[config.mk]
export PLATFORM = sky130hd
export DESIGN_NAME = updown_strobe_counter
export DESIGN_NICKNAME = d
export VERILOG_FILES = /design/src/rtl/updn_pkg.sv /design/src/rtl/updn_strobe_edge.sv /design/src/rtl/updn_next_value.sv /design/src/rtl/updn_terminal.sv /design/src/rtl/updown_strobe_counter.sv
export SDC_FILE = /design/constraint.sdc
export NUM_CORES = 1
export LEC_CHECK = 0
export ABC_AREA = 1
export BUFFER_PORTS_ARGS = -buffer_cell sky130_fd_sc_hd__buf_2
export CAP_MARGIN = 10
export CORE_AREA = 4 4 41 43
export DETAILED_ROUTE_END_ITERATION = 12
export DIE_AREA = 0 0 45 47
export PLACE_DENSITY = 0.74
export SLEW_MARGIN = 0
export SYNTH_ARGS = -nofsm -noshare
export SYNTH_HDL_FRONTEND = slang
export SYNTH_SLANG_ARGS = --single-unit
[constraint.sdc]
create_clock -name clk -period 1.77 [get_ports clk]
set_input_delay 0.354 -clock clk [delete_from_list [all_inputs] [get_ports clk]]
set_output_delay 0.354 -clock clk [all_outputs]
set_load 0.01 [all_outputs]
[src/rtl/updn_pkg.sv]
package updn_pkg;

  typedef enum logic [1:0] {
    ACT_HOLD = 2'd0,
    ACT_INC  = 2'd1,
    ACT_DEC  = 2'd2
  } step_act_t;

  // Top value of the count sequence for a given width and mode.
  function automatic int unsigned top_code(input int unsigned width, input bit decade);
    return decade ? 9 : ((1 << width) - 1);
  endfunction

endpackage

[src/rtl/updn_strobe_edge.sv]
// Brings one idle-high strobe into the clock domain and flags its rising edge.
module updn_strobe_edge #(
  parameter int unsigned SYNC_STAGES = 2
) (
  input  logic clk,
  input  logic rst,
  input  logic strobe_i,
  output logic level_o,
  output logic rise_o
);

  logic [SYNC_STAGES-1:0] chain_q;
  logic                   prev_q;

  generate
    for (genvar s = 0; s < SYNC_STAGES; s++) begin : g_sync
      always_ff @(posedge clk) begin
        if (rst) begin
          chain_q[s] <= 1'b1;
        end else if (s == 0) begin
          chain_q[s] <= strobe_i;
        end else begin
          chain_q[s] <= chain_q[(s == 0) ? 0 : s-1];
        end
      end
    end
  endgenerate

  always_ff @(posedge clk) begin
    if (rst) prev_q <= 1'b1;
    else     prev_q <= chain_q[SYNC_STAGES-1];
  end

  assign level_o = chain_q[SYNC_STAGES-1];
  assign rise_o  = chain_q[SYNC_STAGES-1] & ~prev_q;

endmodule

[src/rtl/updn_next_value.sv]
// Next count value for one step in the selected sequence.
module updn_next_value
  import updn_pkg::*;
#(
  parameter int unsigned WIDTH  = 4,
  parameter bit          DECADE = 1'b1
) (
  input  logic [WIDTH-1:0] cur_i,
  input  step_act_t        act_i,
  output logic [WIDTH-1:0] nxt_o
);

  localparam logic [WIDTH-1:0] TOP = WIDTH'(top_code(WIDTH, DECADE));

  logic [WIDTH-1:0] inc_val;

  generate
    if (DECADE) begin : g_dec_inc
      // Reaching or passing the top (presets 10..15) folds back to zero.
      assign inc_val = (cur_i >= TOP) ? '0 : cur_i + 1'b1;
    end else begin : g_bin_inc
      assign inc_val = cur_i + 1'b1;
    end
  endgenerate

  always_comb begin
    case (act_i)
      ACT_INC: nxt_o = inc_val;
      ACT_DEC: nxt_o = (cur_i == '0) ? TOP : cur_i - 1'b1;
      default: nxt_o = cur_i;
    endcase
  end

endmodule

[src/rtl/updn_terminal.sv]
// Active-low terminal flags used to chain stages.
module updn_terminal
  import updn_pkg::*;
#(
  parameter int unsigned WIDTH  = 4,
  parameter bit          DECADE = 1'b1
) (
  input  logic [WIDTH-1:0] cnt_i,
  input  logic             up_lvl_i,
  input  logic             dn_lvl_i,
  output logic             carry_n_o,
  output logic             borrow_n_o
);

  localparam logic [WIDTH-1:0] TOP = WIDTH'(top_code(WIDTH, DECADE));

  assign carry_n_o  = ~((cnt_i == TOP) & ~up_lvl_i);
  assign borrow_n_o = ~((cnt_i == '0)  & ~dn_lvl_i);

endmodule

[src/rtl/updown_strobe_counter.sv]
module updown_strobe_counter
  import updn_pkg::*;
#(
  parameter int unsigned WIDTH       = 4,
  parameter bit          DECADE      = 1'b1,
  parameter int unsigned SYNC_STAGES = 2
) (
  input  logic             clk,
  input  logic             rst,
  input  logic             cnt_up_i,
  input  logic             cnt_dn_i,
  input  logic             load_n_i,
  input  logic             clear_i,
  input  logic [WIDTH-1:0] preset_i,
  output logic [WIDTH-1:0] q_o,
  output logic             carry_n_o,
  output logic             borrow_n_o
);

  logic             up_lvl, up_rise;
  logic             dn_lvl, dn_rise;
  step_act_t        act;
  logic [WIDTH-1:0] cnt_q;
  logic [WIDTH-1:0] cnt_nxt;

  updn_strobe_edge #(.SYNC_STAGES(SYNC_STAGES)) u_up_edge (
    .clk      (clk),
    .rst      (rst),
    .strobe_i (cnt_up_i),
    .level_o  (up_lvl),
    .rise_o   (up_rise)
  );

  updn_strobe_edge #(.SYNC_STAGES(SYNC_STAGES)) u_dn_edge (
    .clk      (clk),
    .rst      (rst),
    .strobe_i (cnt_dn_i),
    .level_o  (dn_lvl),
    .rise_o   (dn_rise)
  );

  // An edge counts only while the other strobe rests high and is not rising too.
  always_comb begin
    if (up_rise && dn_lvl && !dn_rise)      act = ACT_INC;
    else if (dn_rise && up_lvl && !up_rise) act = ACT_DEC;
    else                                    act = ACT_HOLD;
  end

  updn_next_value #(.WIDTH(WIDTH), .DECADE(DECADE)) u_next (
    .cur_i (cnt_q),
    .act_i (act),
    .nxt_o (cnt_nxt)
  );

  always_ff @(posedge clk) begin
    if (rst || clear_i) cnt_q <= '0;
    else if (!load_n_i) cnt_q <= preset_i;
    else                cnt_q <= cnt_nxt;
  end

  updn_terminal #(.WIDTH(WIDTH), .DECADE(DECADE)) u_term (
    .cnt_i      (cnt_q),
    .up_lvl_i   (up_lvl),
    .dn_lvl_i   (dn_lvl),
    .carry_n_o  (carry_n_o),
    .borrow_n_o (borrow_n_o)
  );

  assign q_o = cnt_q;

endmodule

After elaboration in Yosys (flattened, before gate mapping)

Cells that the tools add are included.

$add $sub $neg: 2
$lt $le $gt $ge: 1
Eq/ne operators: 4
Muxes and demuxes: 6
Bitwise gates (word level): 10
Reduce and logical (&&, ||, !) cells: 8

Operators by type and width:

| operator                                                              | count |
|---|---|
| 4-bit two-way mux                                                     | 3 |
| 4-bit one-hot mux with 2 select lines                                 | 1 |
| 1-bit NOT                                                             | 6 |
| 4-bit by 1-bit adder with 4-bit output, second input constant         | 1 |
| 1-bit bitwise AND                                                     | 4 |
| 4-bit equality test, second input constant                            | 1 |
| 4-bit greater-or-equal comparator, second input constant              | 1 |
| 1-bit logical AND                                                     | 4 |
| 4-bit logical NOT                                                     | 1 |
| 2-bit two-way mux                                                     | 2 |
| 4-bit by 1-bit subtractor with 4-bit output, second input constant    | 1 |
| 3-bit by 1-bit != test with 1-bit output, second input constant       | 1 |
| 2-bit by 1-bit equality test with 1-bit output, second input constant | 1 |
| 2-bit equality test, second input constant                            | 1 |
| 1-bit logical NOT                                                     | 2 |
| 1-bit logical OR                                                      | 1 |

Register bits after elaboration: 10
Output and inout bits: 6
Logic and storage cells: 38

Depth between registers and ports, before layout

Depth in word-level cells: 9
Depth in mapped cells: 9
Depth with buffers taken out: 9

Modules after synthesis

A second synthesis with hierarchy kept.

Cell total of the unflattened synthesis: 115
Area, all modules: 760.7 sq um

By module, submodules not included:

| module                | instances | cells an instance | area an instance (sq um) | seq. area each (sq um) |
|---|---|---|---|---|
| updn_next_value       | 1         | 54                | 344.1                    | 0.0 |
| updown_strobe_counter | 1         | 30                | 192.7                    | 80.1 |
| updn_strobe_edge      | 2         | 11                | 92.6                     | 60.1 |
| updn_terminal         | 1         | 9                 | 38.8                     | 0.0 |

Worst setup path after synthesis

OpenSTA, ideal clock, no wires.

Path type: register to output
Start point: reg cnt_q[0] (netlist: q_o[0])
End point: out borrow_n_o
Arrival: 1.029 ns
Slack: 0.387 ns
Cell stages (with the launch flop): 6
Path through: dfxtp_1 > inv_1 > ha_1 > nand2_1 > nor2_2 > nand2_1

Longest elaborated chain between the ends: 3

RTL lines:

| what                   | line                        | text |
|---|---|---|
| start, declared        | updown_strobe_counter.sv:23 | `logic [WIDTH-1:0] cnt_q;` |
| start signal, assigned | updown_strobe_counter.sv:57 | `else if (!load_n_i) cnt_q <= preset_i;` |
| start signal, assigned | updown_strobe_counter.sv:58 | `else cnt_q <= cnt_nxt;` |
| 4-bit logical NOT      | updn_terminal.sv:18         | `assign borrow_n_o = ~((cnt_i == '0) & ~dn_lvl_i);` |
| 1-bit bitwise AND      | updn_terminal.sv:18         |  |
| 1-bit NOT              | updn_terminal.sv:18         |  |
| end, declared          | updown_strobe_counter.sv:17 | `output logic borrow_n_o` |

No other way between the ends.

Worst setup path in the final report

Start point: reg cnt_q[1] (netlist: q_o[1])
End point: out borrow_n_o

The elaborated chain is that of the path after synthesis.

==> flow_metrics.env <==
export IMPL_synth_xor_area_share_pct=2.794
export IMPL_post_cts_buffers=0
export IMPL_drt_vias_per_instance=5.050
export IMPL_required_ps=1420
export IMPL_rsz0062_at_grt="false"
export IMPL_p_leak_nw=0.3814
export IMPL_grtUsageTotal_pct=15.12
export IMPL_crit_family="flip-flops"
export IMPL_tns_ps=0
export IMPL_grt_pass1_wl_um=2256
export IMPL_grt_remaining_overflow=0
export IMPL_die_w_um=45
export IMPL_combinationalPowerShare_pct=16.3
export IMPL_ys_types=23
export IMPL_cts_root_buffer="clkbuf_4"
export IMPL_p_sw_mw=0.1430
export IMPL_synth_fa_ha_area_share_pct=7.984
export IMPL_worstMarginPinSlew_ps=344.1
export IMPL_period_share_pct=92.11
export IMPL_grt_pass1_vias=560
export IMPL_grt_max_degree=10
export IMPL_post_drt_wl_per_cell_um=10.91
export IMPL_synth_simple_gate_area_share_pct=36.93
export IMPL_r2r_cells=8
export IMPL_syn_nets=101
export IMPL_critPathKind="reg -> out"
export IMPL_cp_max_fo=7
export IMPL_holdBufCountCts=0
export IMPL_pre_cts_ws_ps=365.4
export IMPL_cts_tree="built"
export IMPL_hold_class="in -> reg"
export IMPL_drt_first_pass_iters=4
export IMPL_setup_violations=0
export IMPL_ys_ff_latch=10
export IMPL_synth_top_family_by_area="simple AND/OR/NAND/NOR gates"
export IMPL_ant_nets=0
export IMPL_drt_initial_drc_count=12
export IMPL_route_detailed_drc=0
export IMPL_path_buf_inv=2
export IMPL_die_area_um2=2115
export IMPL_antenna_found_initial=0
export IMPL_setup_ws_ps=139.6
export IMPL_swShare_pct=26.38
export IMPL_synth_common_cells="nand2_1, dfxtp_1, inv_1"
export IMPL_internal_power_mw=0.3991
export IMPL_core_rowCount=13
export IMPL_ir_drop_mv=0.5252
export IMPL_skew_ps=3.814
export IMPL_critPathMaxStageDelay_ps=350
export IMPL_core_area_um2=1301
export IMPL_period_minus_slack_ps=1630
export IMPL_vias=601
export IMPL_drv_cap=0
export IMPL_timing_rr_start="q_o[0]$_SDFFE_PP0P_"
export IMPL_synth_top_cell_area_share_pct=31.94
export IMPL_r2r_end="q_o[2]$_SDFFE_PP0P_"
export IMPL_synth_top_cell_by_area="dfxtp_1"
export IMPL_p_seq_share_pct=45.4
export IMPL_maxSlewHeadroom_pct=77.03
export IMPL_ctsResizeCount=0
export IMPL_synth_most_common_cell="nand2_1"
export IMPL_initial_utilization_pct=48.17
export IMPL_syn_inst=87
export IMPL_chipHeight_um=47
export IMPL_max_freq_ghz=0.6133
export IMPL_clock_sinks=10
export IMPL_critPathLaunchType="flip-flop"
export IMPL_cts_htree_levels=1
export IMPL_crit_chain="inv_2 > ha_2 > nand2_1 > nor2_2 > nand2_1 > buf_2"
export IMPL_clk_path_buf_depth=2
export IMPL_slowest_stage="dfxtp_2"
export IMPL_place_congestion=0.7712
export IMPL_drive_gt1_share_pct=34.62
export IMPL_synth_area_leaders="dfxtp_1, nand2_1, ha_1, nand3_1, inv_1"
export IMPL_numCtsBuffers=3
export IMPL_ys_seq_area_share_pct=31.94
export IMPL_wl_um=1298
export IMPL_rrSetupSlack_ps=410
export IMPL_syn_mean_instance_area_um2=7.205
export IMPL_cp_arrival_ps=1280
export IMPL_async_flop_share_pct=0
export IMPL_layout_nets=119
export IMPL_clk_pin_slew_ps=70
export IMPL_p_per_area_nw_per_um2=725.7
export IMPL_yosysWarnings=0
export IMPL_clk_latency_ps=270
export IMPL_ioPinCount=16
export IMPL_clockPowerShare_pct=38.4
export IMPL_hold_violations=0
export IMPL_portBuffers=15
export IMPL_hold_depth=2
export IMPL_synth_compound_area_share_pct=9.980
export IMPL_syn_area_um2=626.9
export IMPL_hold_end="u_dn_edge.chain_q[0]$_SDFF_PP1_"
export IMPL_min_from="cnt_dn_i"
export IMPL_finalMaxSlewViolations=0
export IMPL_synth_mux_area_share_pct=0
export IMPL_end_kind="output port"
export IMPL_crit_top_cell="nand2_1"
export IMPL_hpwlAfterDp_um=979.7
export IMPL_area_delta_synth_final_pct=19.16
export IMPL_synth_edf_count=0
export IMPL_ys_flop_type="dfxtp_1"
export IMPL_status="finished clean"
export IMPL_n_antenna_cell=0
cells in the final DEF, fill, tap and decap left out, drive strengths merged:
master	n
nor2	9
nand3	11
inv	11
buf	16
a21oi	3
or2	5
nor3	1
a31oi	1
xor2	2
nand4	4
nand2	15
ha	4
a21boi	1
dfxtp	10
o21ai	6
nand3b	1
clkbuf	4
sequential cells by signal, summed over array words and instances, names as in the netlist:
signal / cells
q_o: 4
u_dn_edge.chain_q: 1
u_dn_edge.level_o: 1
u_dn_edge.prev_q: 1
u_up_edge.chain_q: 1
u_up_edge.level_o: 1
u_up_edge.prev_q: 1
per-layer routing:
layer	up-vias	track usage [%]	wire length (µm)
met3	5	3.831	106
li1	316	-	-
met5	-	0	0
met2	17	24.86	590
met4	0	10.53	35
met1	263	17.16	566
layout make-up:
class                           instances  area (µm²)
Sequential cell                        10       201.4
Fill cell                             135       554.3
Multi-Input combinational cell         63       364.1
Timing Repair Buffer                   16       82.58
Inverter                               11       43.79
Tap cell                               15       18.77
Clock buffer                            4       36.28
power by group through the flow:
| stage | Sequential, mW | Clock [mW] | Combinational [mW] |
|---|---|---|---|
| after floorplan | 0.249 | 0 | 0.0635 |
| after global placement | 0.250 | 0 | 0.0848 |
| after detailed placement | 0.251 | 0 | 0.0861 |
| after CTS | 0.246 | 0.211 | 0.0872 |
| after global routing | 0.248 | 0.225 | 0.101 |
| final | 0.246 | 0.208 | 0.0882 |
logic make-up after synthesis:
logic type,Yosys count
flip-flops,10
AND/OR/NAND/NOR,46
AO/OA/AOI/OAI,11
buffers and inverters,14
adder cells (fa/ha/maj),4
XOR/XNOR,2
worst max-delay path by stage:
stage / slack [ps] / start / cells after the start / to
2_1_floorplan: 390 / q_o[0]$_SDFFE_PP0P_ / 5 / borrow_n_o
3_5_place_dp: 370 / q_o[1]$_SDFFE_PP0P_ / 6 / borrow_n_o
4_1_cts: 60 / q_o[1]$_SDFFE_PP0P_ / 6 / borrow_n_o
6_report: 140 / q_o[1]$_SDFFE_PP0P_ / 6 / borrow_n_o
3_3_place_gp: 400 / q_o[0]$_SDFFE_PP0P_ / 6 / borrow_n_o
5_1_grt: 40 / q_o[1]$_SDFFE_PP0P_ / 6 / borrow_n_o
metrics by stage:
stage	power [mW]	cells	utilization [%]	cell area, µm²	hold slack [ps]
2_1_floorplan	0.3121	87	-	626.9	389.5
3_3_place_gp	0.3348	115	54.33	706.9	391.0
3_5_place_dp	0.3366	115	54.33	706.9	394.6
4_1_cts	0.5438	119	57.12	743.2	260.0
5_1_grt	0.5747	119	57.40	747.0	252.6
6_report	0.5421	119	57.40	747.0	264.6
No activity file was read; power rests on OpenSTA's default activity.
